### src/rtl/refill_pkg.sv
package refill_pkg;

  typedef enum logic {
    ST_IDLE = 1'b0,
    ST_FILL = 1'b1
  } fill_state_e;

  // Slot of the n-th beat of a refill. Wrapping order starts at the wanted
  // slot; sequential order starts at slot 0. mask = slots per line - 1.
  function automatic logic [7:0] line_slot(input logic [7:0] crit,
                                           input logic [7:0] step,
                                           input logic       wrap,
                                           input logic [7:0] mask);
    logic [7:0] raw;
    raw = wrap ? (crit + step) : step;
    return raw & mask;
  endfunction

endpackage

### src/rtl/refill_issue.sv
module refill_issue #(
  parameter int WORDS = 16,
  parameter int IDX_W = 4
) (
  input  logic             clk,
  input  logic             rst_n,
  input  logic             start,
  input  logic             active,
  input  logic             wrap,
  input  logic [IDX_W-1:0] crit,
  input  logic             mem_req_ready,
  output logic             mem_req_valid,
  output logic [IDX_W-1:0] mem_req_idx
);
  import refill_pkg::*;

  localparam int CNT_W = IDX_W + 1;
  localparam logic [CNT_W-1:0] BEATS = CNT_W'(WORDS);
  localparam logic [7:0] SLOT_MASK = 8'(WORDS - 1);

  logic [CNT_W-1:0] sent;

  assign mem_req_valid = active && (sent < BEATS);
  assign mem_req_idx   = IDX_W'(line_slot(8'(crit), 8'(sent), wrap, SLOT_MASK));

  always_ff @(posedge clk) begin
    if (!rst_n)                              sent <= '0;
    else if (start)                          sent <= '0;
    else if (mem_req_valid && mem_req_ready) sent <= sent + 1'b1;
  end

endmodule

### src/rtl/refill_collect.sv
module refill_collect #(
  parameter int WORDS  = 16,
  parameter int IDX_W  = 4,
  parameter int WORD_W = 32
) (
  input  logic              clk,
  input  logic              rst_n,
  input  logic              start,
  input  logic              active,
  input  logic              wrap,
  input  logic [IDX_W-1:0]  crit,
  input  logic              rsp_valid,
  input  logic [WORD_W-1:0] rsp_data,
  input  logic [IDX_W-1:0]  probe_idx,
  output logic              buf_we,
  output logic [IDX_W-1:0]  buf_widx,
  output logic [WORD_W-1:0] buf_wdata,
  output logic              fwd_valid,
  output logic [WORD_W-1:0] fwd_data,
  output logic              last_beat,
  output logic              probe_present
);
  import refill_pkg::*;

  localparam int CNT_W = IDX_W + 1;
  localparam logic [CNT_W-1:0] FINAL = CNT_W'(WORDS - 1);
  localparam logic [7:0] SLOT_MASK = 8'(WORDS - 1);

  logic [CNT_W-1:0] got;
  logic [WORDS-1:0] fill_mask;

  assign buf_we        = active && rsp_valid;
  assign buf_widx      = IDX_W'(line_slot(8'(crit), 8'(got), wrap, SLOT_MASK));
  assign buf_wdata     = rsp_data;
  assign fwd_valid     = buf_we && (buf_widx == crit);
  assign fwd_data      = rsp_data;
  assign last_beat     = buf_we && (got == FINAL);
  assign probe_present = fill_mask[probe_idx];

  always_ff @(posedge clk) begin
    if (!rst_n)      got <= '0;
    else if (start)  got <= '0;
    else if (buf_we) got <= got + 1'b1;
  end

  for (genvar s = 0; s < WORDS; s++) begin : g_slot
    always_ff @(posedge clk) begin
      if (!rst_n)                               fill_mask[s] <= 1'b0;
      else if (start)                           fill_mask[s] <= 1'b0;
      else if (buf_we && buf_widx == IDX_W'(s)) fill_mask[s] <= 1'b1;
    end
  end

endmodule

### src/rtl/refill_ctrl.sv
module refill_ctrl #(
  parameter int LINE_BYTES = 64,
  parameter int WORD_W     = 32,
  localparam int WORDS     = LINE_BYTES * 8 / WORD_W,
  localparam int IDX_W     = $clog2(WORDS)
) (
  input  logic              clk,
  input  logic              rst_n,
  input  logic              wrap_mode,
  input  logic              miss_valid,
  input  logic [IDX_W-1:0]  miss_idx,
  output logic              busy,
  output logic              line_valid,
  output logic              mem_req_valid,
  input  logic              mem_req_ready,
  output logic [IDX_W-1:0]  mem_req_idx,
  input  logic              mem_rsp_valid,
  input  logic [WORD_W-1:0] mem_rsp_data,
  output logic              buf_we,
  output logic [IDX_W-1:0]  buf_widx,
  output logic [WORD_W-1:0] buf_wdata,
  output logic              fwd_valid,
  output logic [WORD_W-1:0] fwd_data,
  input  logic              rd_valid,
  input  logic [IDX_W-1:0]  rd_idx,
  output logic              rd_stall
);
  import refill_pkg::*;

  fill_state_e      state;
  logic [IDX_W-1:0] crit_q;
  logic             wrap_q;
  logic             line_valid_q;
  logic             accept;
  logic             last_beat;
  logic             word_present;

  assign accept     = miss_valid && (state == ST_IDLE);
  assign busy       = (state == ST_FILL);
  assign line_valid = line_valid_q;
  assign rd_stall   = rd_valid && !line_valid_q && !word_present;

  always_ff @(posedge clk) begin
    if (!rst_n) begin
      state        <= ST_IDLE;
      crit_q       <= '0;
      wrap_q       <= 1'b0;
      line_valid_q <= 1'b0;
    end else if (accept) begin
      state        <= ST_FILL;
      crit_q       <= miss_idx;
      wrap_q       <= wrap_mode;
      line_valid_q <= 1'b0;
    end else if (last_beat) begin
      state        <= ST_IDLE;
      line_valid_q <= 1'b1;
    end
  end

  refill_issue #(.WORDS(WORDS), .IDX_W(IDX_W)) u_issue (
    .clk           (clk),
    .rst_n         (rst_n),
    .start         (accept),
    .active        (busy),
    .wrap          (wrap_q),
    .crit          (crit_q),
    .mem_req_ready (mem_req_ready),
    .mem_req_valid (mem_req_valid),
    .mem_req_idx   (mem_req_idx)
  );

  refill_collect #(.WORDS(WORDS), .IDX_W(IDX_W), .WORD_W(WORD_W)) u_collect (
    .clk           (clk),
    .rst_n         (rst_n),
    .start         (accept),
    .active        (busy),
    .wrap          (wrap_q),
    .crit          (crit_q),
    .rsp_valid     (mem_rsp_valid),
    .rsp_data      (mem_rsp_data),
    .probe_idx     (rd_idx),
    .buf_we        (buf_we),
    .buf_widx      (buf_widx),
    .buf_wdata     (buf_wdata),
    .fwd_valid     (fwd_valid),
    .fwd_data      (fwd_data),
    .last_beat     (last_beat),
    .probe_present (word_present)
  );

endmodule

### config.mk
export PLATFORM = sky130hd
export DESIGN_NAME = refill_ctrl
export DESIGN_NICKNAME = d
export VERILOG_FILES = /design/src/rtl/refill_pkg.sv /design/src/rtl/refill_issue.sv /design/src/rtl/refill_collect.sv /design/src/rtl/refill_ctrl.sv
export SDC_FILE = /design/constraint.sdc
export NUM_CORES = 1
export LEC_CHECK = 0
export BUFFER_PORTS_ARGS = -buffer_cell sky130_fd_sc_hd__clkbuf_2
export CAP_MARGIN = 25
export CORE_MARGIN = 4
export CORE_UTILIZATION = 40
export DETAILED_ROUTE_END_ITERATION = 12
export PLACE_DENSITY = 0.75
export SLEW_MARGIN = 20
export SYNTH_ARGS = -nofsm -noshare
export SYNTH_HDL_FRONTEND = slang
export SYNTH_SLANG_ARGS = --single-unit
### constraint.sdc
create_clock -name clk -period 1.9 [get_ports clk]
set_input_delay 0.19 -clock clk [delete_from_list [all_inputs] [get_ports clk]]
set_output_delay 0.19 -clock clk [all_outputs]
set_load 0.1 [all_outputs]
==> metrics.txt, run 1 <==
# TYPE chip_impl_metric gauge
chip_impl_metric{name="routed_wire_length_per_instance",unit="µm"} 15.2
chip_impl_metric{name="worst_setup_hold_path_clk_slew",unit="ps"} 60
chip_impl_metric{name="worst-r2r-setup-slack",unit="ps"} -90
chip_impl_metric{name="worst_ep_required_time",unit="ps"} 1710
chip_impl_metric{name="viasPerCell",unit=""} 5.03
chip_impl_metric{name="core_area",unit="µm²"} 5540
chip_impl_metric{name="tritoncts.num_buffers",unit=""} 5
chip_impl_info{name="most-common-layout-cells",value="27 x buf_4, 26 x dfxtp_1, 18 x nand2_1, 18 x clkbuf_2, 16 x nor2_1"} 1
chip_impl_metric{name="floorplan.io_pins",unit=""} 125
chip_impl_metric{name="clock_insertion_delay_worst_skew",unit="ps"} 280
chip_impl_metric{name="worst-slew-pin-transition",unit="ps"} 546
chip_impl_metric{name="number_of_antenna_violations_at_the_first_check_in_global_routing",unit=""} 0
chip_impl_info{name="cts_tree",value="yes"} 1
chip_impl_metric{name="ys_ff_latch",unit=""} 33
chip_impl_metric{name="drt.antenna.violating_nets",unit=""} 0
chip_impl_metric{name="ir_worst_vdd",unit="µV"} 390
chip_impl_info{name="synth_area_leaders",value="dfxtp_1 29%, buf_4 21%, ha_1 4.9%"} 1
chip_impl_metric{name="place_ws",unit="ps"} -101
chip_impl_info{name="layout.cells.most_common",value="buf_4"} 1
chip_impl_info{name="post-synth-top-area-cell",value="dfxtp_1"} 1
chip_impl_info{name="unrepaired_setup_endpoints_after_global_routing",value="true"} 1
chip_impl_metric{name="drive_gt1_share",unit="%"} 46.3
chip_impl_metric{name="n_antenna_cell",unit=""} 0
chip_impl_metric{name="static-leakage-power",unit="nW"} 1.08
chip_impl_metric{name="route.vias.total",unit=""} 1601
chip_impl_metric{name="die_height",unit="µm"} 83.7
chip_impl_metric{name="cts_num_sinks",unit=""} 33
chip_impl_metric{name="first_pass_iters",unit=""} 4
chip_impl_metric{name="final.setup.tns",unit="ps"} -2170
chip_impl_info{name="cp-start-kind",value="flop"} 1
chip_impl_metric{name="globalplace.congestion",unit=""} 0.817
chip_impl_metric{name="core.rowCount",unit=""} 27
chip_impl_metric{name="netlist.area_leader.share",unit="%"} 28.8
chip_impl_metric{name="holdWs",unit="ps"} 151
chip_impl_metric{name="grt_max_degree",unit=""} 17
chip_impl_metric{name="asyncSetResetFlopFracSynth",unit="%"} 0
chip_impl_metric{name="ys_warn_count",unit=""} 0
chip_impl_info{name="ys.flop_type",value="dfxtp_1"} 1
chip_impl_metric{name="cp.arrival",unit="ps"} 2080
chip_impl_info{name="path_class_of_the_lowest_slack_min_delay_path",value="primary input to flop"} 1
chip_impl_metric{name="edff_count_synth",unit=""} 0
chip_impl_metric{name="ys_seq_area_share",unit="%"} 28.8
chip_impl_metric{name="period_needed",unit="ps"} 2270
chip_impl_info{name="run_status",value="complete, but fails checks"} 1
chip_impl_info{name="failed_checks",value="setup timing"} 1
chip_impl_metric{name="multi_input_comb_area",unit="µm²"} 1270
chip_impl_metric{name="footprint_of_the_flip_flops_and_latches",unit="µm²"} 677
chip_impl_metric{name="max_buffers_root_to_sink",unit=""} 2
chip_impl_metric{name="slew_headroom",unit="%"} 63.7
chip_impl_metric{name="wire_length_of_the_first_global_routing_pass",unit="mm"} 7.94
chip_impl_metric{name="synth_cells",unit=""} 251
chip_impl_metric{name="drt-initial-drc-count",unit=""} 156
chip_impl_metric{name="io_buffer_count",unit=""} 28
chip_impl_metric{name="peak_fanout_along_the_critical_path",unit=""} 2
chip_impl_metric{name="postLayoutCoreUtil",unit="%"} 48.9
chip_impl_metric{name="die-area",unit="µm²"} 7000
chip_impl_metric{name="post_synth_instance_area",unit="µm²"} 2290
chip_impl_metric{name="initial_core_util",unit="%"} 41.4
chip_impl_metric{name="fmaxAchievable",unit="GHz"} 0.441
chip_impl_info{name="timing_worst_setup_path_type",value="flop to output port"} 1
chip_impl_metric{name="detailedPlacementHpwl",unit="mm"} 3.56
chip_impl_metric{name="fillerInstances",unit=""} 490
chip_impl_info{name="crit_path_end_kind",value="output port"} 1
chip_impl_metric{name="postRouteWirelength",unit="mm"} 4.82
chip_impl_metric{name="via_count_of_the_first_global_routing_pass",unit=""} 1688
chip_impl_metric{name="final_net_count",unit=""} 303
chip_impl_metric{name="syn-num-nets",unit=""} 309
chip_impl_metric{name="placed_cell_areas",unit="µm²"} 2490
chip_impl_metric{name="post_synth_num_cell_types",unit=""} 41
chip_impl_metric{name="finalHoldViolCount",unit=""} 0
chip_impl_metric{name="setup_viol",unit=""} 14
chip_impl_metric{name="layout.cell_area.non_filler",unit="µm²"} 2710
chip_impl_metric{name="clock_tree.htree_level_count",unit=""} 2
chip_impl_metric{name="drv_cap",unit=""} 0
chip_impl_metric{name="synthToLayoutAreaGrowth",unit="%"} 18.3
chip_impl_metric{name="finClkSkew",unit="ps"} 2.95
chip_impl_metric{name="finalMaxSlewViolations",unit=""} 0
chip_impl_metric{name="grt_overflow",unit=""} 0
chip_impl_metric{name="grt_usage",unit="%"} 14.2
chip_impl_info{name="cts-root-buf",value="clkbuf_8"} 1
chip_impl_metric{name="setup_ws",unit="ps"} -367
chip_impl_metric{name="die_x",unit="µm"} 83.7
chip_impl_metric{name="drc",unit=""} 0
chip_impl_metric{name="avgSynthCellArea",unit="µm²"} 9.13
chip_impl_metric{name="period_share",unit="%"} 119
chip_impl_metric{name="power_per_cell_area",unit="nW/µm²"} 586
[sequential cells by signal, indices dropped and copies added (netlist names)]
register / cells
u_collect.fill_mask: 16
u_collect.got: 5
u_issue.sent: 5
crit_q: 4
busy: 1
line_valid: 1
wrap_q: 1
[cell usage after synthesis, drive strengths merged (6+ instances only)]
| library cell | count |
|---|---|
| a21oi | 10 |
| a32o | 8 |
| buf | 66 |
| clkbuf | 6 |
| dfxtp | 33 |
| ha | 9 |
| inv | 9 |
| mux2i | 7 |
| nand2 | 18 |
| nor2 | 18 |
| nor2b | 9 |
| o21ai | 8 |
| xnor2 | 7 |
| xor2 | 6 |
[per-layer routing]
layer / wire length, µm / vias to the layer above / GRT usage, % / share of wire [%]
met3: 267 / 15 / 3.75 / 5.5
li1: - / 783 / - / -
met2: 2440 / 37 / 24.2 / 50
met1: 1990 / 766 / 16.0 / 41
met4: 132 / 0 / 8.04 / 2.7
met5: 0 / - / 0 / 0
[area by class of cell]
type	count	share of cell area, %
clock buffer	8	2.95
inverter	9	1.89
multi-input combinational	137	47.0
sequential	33	25.0
tap	72	3.32
timing repair buffer	59	19.9
[path summary, 6_finish.rpt]
check / from / end / cells past startpoint
worst max-delay path: u_collect.got[0] / fwd_valid / 7
worst max register to register: u_collect.got[2] / u_collect.fill_mask[14] / 6
worst min register to register: u_collect.fill_mask[8] / u_collect.fill_mask[8] / 2
worst min-delay path: miss_valid / busy / 2
[cells by family (layout without fill, tap and decap cells)]
logic type | Yosys count | in the layout | share of synthesized area [%]
buffers and inverters | 81 | 76 | 24.1
and+or+nand+nor | 62 | 62 | 13.9
DFF | 33 | 33 | 28.8
muxes | 15 | 15 | 10.1
xor gates and xnor gates | 13 | 13 | 4.97
AOI/OAI and AO/OA | 36 | 36 | 11.5
adders and majority gates | 11 | 11 | 6.66
[worst max-delay path, stage by stage (launching register included)]
cell     delay, ps
dfxtp_4        360
ha_4           130
inv_2           40
fa_2           560
a21oi_4         70
xnor2_2        160
nor4_4         260
buf_12         210
[metrics by stage]
stage	instances	total power, mW
floorplan	251	1.60
global placement	307	1.08
detailed placement	307	1.08
CTS	318	1.59
global route	318	1.66
finish	318	1.59
[where the power goes]
part / total, mW / internal (mW) / leakage, nW / switching [mW]
sequential: 0.720 / 0.704 / 0.271 / 0.0162
combinational: 0.372 / 0.151 / 0.766 / 0.221
clock: 0.496 / 0.260 / 0.0395 / 0.236
[what timing repair did]
| action | in CTS | in global routing |
|---|---|---|
| gates resized for setup | 11 | 21 |
| buffers inserted | 3 | 2 |
| hold endpoints to repair | 0 | 0 |
| pin swaps | 4 | 11 |
| endpoints found under the setup margin | 13 | 24 |
| hold buffers | 0 | 0 |
Note: power is estimated with default switching activity, not from simulation.
==> inputs of run 2 (changes only) <==
Settings changed: MAX_ROUTING_LAYER set to met4.
==> run 2 against run 1 <==
- the run still ends with setup timing left
- combinational power is essentially flat
- non-clock buffer count is the same
- sequential share of layout area unchanged
- critical endpoint unchanged
- highest routed layer unchanged
==> metrics.txt, run 2 (synthesis gave the netlist of run 1 again) <==
# TYPE chip_impl_metric gauge
chip_impl_info{name="timing.hold.worst.start",value="miss_valid"} 1
chip_impl_metric{name="slew_headroom",unit="%"} 63.8
chip_impl_metric{name="placed_cells",unit=""} 307
chip_impl_info{name="cts_tree",value="yes"} 1
chip_impl_metric{name="finClkSkew",unit="ps"} 2.91
chip_impl_metric{name="clock_tree.htree_level_count",unit=""} 2
chip_impl_metric{name="finalMaxSlewViolations",unit=""} 0
chip_impl_metric{name="die_height",unit="µm"} 83.7
chip_impl_metric{name="largest_reg_flops",unit=""} 16
chip_impl_info{name="top_register",value="u_collect.fill_mask"} 1
chip_impl_metric{name="grt_usage",unit="%"} 14.6
chip_impl_metric{name="ir_worst_vdd",unit="µV"} 390
chip_impl_metric{name="via_count_of_the_first_global_routing_pass",unit=""} 1689
chip_impl_info{name="timing_worst_setup_path_type",value="flop to output port"} 1
chip_impl_info{name="holdPathEnd",value="busy"} 1
chip_impl_metric{name="die_x",unit="µm"} 83.7
chip_impl_metric{name="worst_setup_hold_path_clk_slew",unit="ps"} 60
chip_impl_metric{name="place_ws",unit="ps"} -101
chip_impl_metric{name="worst-slew-pin-transition",unit="ps"} 546
chip_impl_info{name="layout.cells.most_common",value="buf_4"} 1
chip_impl_metric{name="max_buffers_root_to_sink",unit=""} 2
chip_impl_metric{name="die-area",unit="µm²"} 7000
chip_impl_metric{name="detailedPlacementHpwl",unit="mm"} 3.56
chip_impl_metric{name="postLayoutCoreUtil",unit="%"} 48.9
chip_impl_metric{name="final_net_count",unit=""} 303
chip_impl_metric{name="finalHoldViolCount",unit=""} 0
chip_impl_metric{name="number_of_antenna_violations_at_the_first_check_in_global_routing",unit=""} 0
chip_impl_metric{name="postRouteWirelength",unit="mm"} 4.80
chip_impl_metric{name="core_area",unit="µm²"} 5540
chip_impl_metric{name="timing.reg2reg.worst_path_depth",unit=""} 6
chip_impl_metric{name="fmaxAchievable",unit="GHz"} 0.441
chip_impl_info{name="r2r-start",value="u_collect.got[2]"} 1
chip_impl_metric{name="clock_power_share",unit="%"} 31.2
chip_impl_info{name="failed_checks",value="setup timing"} 1
chip_impl_metric{name="routed_wire_length_per_instance",unit="µm"} 15.1
chip_impl_metric{name="route.vias.total",unit=""} 1592
chip_impl_metric{name="viasPerCell",unit=""} 5.01
chip_impl_metric{name="worst-r2r-setup-slack",unit="ps"} -90
chip_impl_info{name="crit-reg2reg-capture",value="u_collect.fill_mask[14]"} 1
chip_impl_metric{name="final.setup.tns",unit="ps"} -2150
chip_impl_metric{name="setup_viol",unit=""} 14
chip_impl_metric{name="drive_gt1_share",unit="%"} 46.3
chip_impl_metric{name="grt_overflow",unit=""} 0
chip_impl_metric{name="period_share",unit="%"} 119
chip_impl_metric{name="drt.antenna.violating_nets",unit=""} 0
chip_impl_metric{name="period_needed",unit="ps"} 2270
chip_impl_metric{name="core.rowCount",unit=""} 27
chip_impl_metric{name="fin_cells",unit=""} 318
chip_impl_metric{name="floorplan.io_pins",unit=""} 125
chip_impl_metric{name="switching_share",unit="%"} 29.8
chip_impl_metric{name="initial_core_util",unit="%"} 41.4
chip_impl_metric{name="first_pass_iters",unit=""} 4
chip_impl_metric{name="static-leakage-power",unit="nW"} 1.08
chip_impl_metric{name="cts_hold_buf",unit=""} 0
chip_impl_info{name="run_status",value="complete, but fails checks"} 1
chip_impl_metric{name="tritoncts.num_buffers",unit=""} 5
chip_impl_metric{name="drv_cap",unit=""} 0
chip_impl_metric{name="cp.arrival",unit="ps"} 2080
chip_impl_info{name="cp-start-kind",value="flop"} 1
chip_impl_metric{name="peak_fanout_along_the_critical_path",unit=""} 2
chip_impl_info{name="most-common-layout-cells",value="27 x buf_4, 26 x dfxtp_1, 18 x nand2_1, 18 x clkbuf_2, 16 x nor2_1"} 1
chip_impl_metric{name="drc",unit=""} 0
chip_impl_info{name="cts-root-buf",value="clkbuf_8"} 1
chip_impl_info{name="largest_registers",value="u_collect.fill_mask (16), u_collect.got (5), u_issue.sent (5)"} 1
chip_impl_metric{name="worst_ep_required_time",unit="ps"} 1710
chip_impl_metric{name="grt_max_degree",unit=""} 17
chip_impl_info{name="path_class_of_the_lowest_slack_min_delay_path",value="primary input to flop"} 1
chip_impl_metric{name="power_frac_seq",unit="%"} 45.4
chip_impl_metric{name="cts_num_sinks",unit=""} 33
chip_impl_metric{name="timing.hold.worst_path_depth",unit=""} 2
chip_impl_metric{name="wire_length_of_the_first_global_routing_pass",unit="mm"} 7.93
chip_impl_metric{name="synthToLayoutAreaGrowth",unit="%"} 18.3
chip_impl_metric{name="globalplace.congestion",unit=""} 0.830
chip_impl_metric{name="setup_ws",unit="ps"} -367
chip_impl_metric{name="p_int",unit="mW"} 1.11
chip_impl_metric{name="n_antenna_cell",unit=""} 0
chip_impl_metric{name="share_comb_of_total_power",unit="%"} 23.4
chip_impl_info{name="crit_path_end_kind",value="output port"} 1
chip_impl_metric{name="drt-initial-drc-count",unit=""} 144
chip_impl_metric{name="io_buffer_count",unit=""} 28
chip_impl_info{name="unrepaired_setup_endpoints_after_global_routing",value="true"} 1
chip_impl_metric{name="switching_power",unit="µW"} 472
chip_impl_metric{name="power_per_cell_area",unit="nW/µm²"} 586
chip_impl_metric{name="clock_insertion_delay_worst_skew",unit="ps"} 280
## run 2: cell counts in the layout (fill, tap and decap cells not counted)
No cell type changed its count.
## run 2: timing repair
item                                    in CTS  in global routing
endpoints found under the hold margin        0                  0
pin swaps                                    4                 11
resized for setup                           11                 21
setup buffers                                3                  2
endpoints found under the setup margin      13                 24
## run 2: how the worst max path moves through the flow
stage          cells after the start           to        startpoint
2_1_floorplan                      6    fwd_valid  u_collect.got[0]
3_3_place_gp                       5     rd_stall         rd_idx[0]
3_5_place_dp                       6  buf_widx[3]         crit_q[1]
4_1_cts                            7    fwd_valid  u_collect.got[0]
5_1_grt                            8    fwd_valid  u_collect.got[0]
6_report                           7    fwd_valid  u_collect.got[0]
## run 2: final cells by class
cell class	count	area, µm²
fillers	490	2830
multi-input cells	137	1270
flip-flops and latches	33	677
repair buffers	59	538
well taps	72	90.1
clock buffers	8	80.1
inverters	9	51.3
## run 2: critical path: stages, from the launching register on
cell,delay [ps]
dfxtp_4,360
ha_4,130
inv_2,40
fa_2,560
a21oi_4,70
xnor2_2,160
nor4_4,260
buf_12,210
## run 2: power by group through the flow
stage / clock network (mW) / logic, mW / registers, mW
6_report: 0.496 / 0.371 / 0.720
5_1_grt: 0.545 / 0.393 / 0.722
3_5_place_dp: 0 / 0.350 / 0.734
4_1_cts: 0.512 / 0.362 / 0.720
3_3_place_gp: 0 / 0.345 / 0.733
2_1_floorplan: 0 / 0.854 / 0.743
## run 2: layer usage
metal | vias up | GRT usage, % | share of wire (%)
li1 | 783 | - | -
met1 | 758 | 16.2 | 41
met2 | 36 | 24.1 | 51
met3 | 15 | 3.55 | 5.5
met4 | 0 | 8.04 | 2.8
met5 | - | - | 0
## run 2: per-stage QoR
step	hold WS (ps)	instance area (µm²)	power, mW
floorplan	317	2420	1.60
global route	157	2710	1.66
detailed placement	381	2490	1.08
global placement	381	2490	1.08
CTS	148	2650	1.59
finish	152	2710	1.59
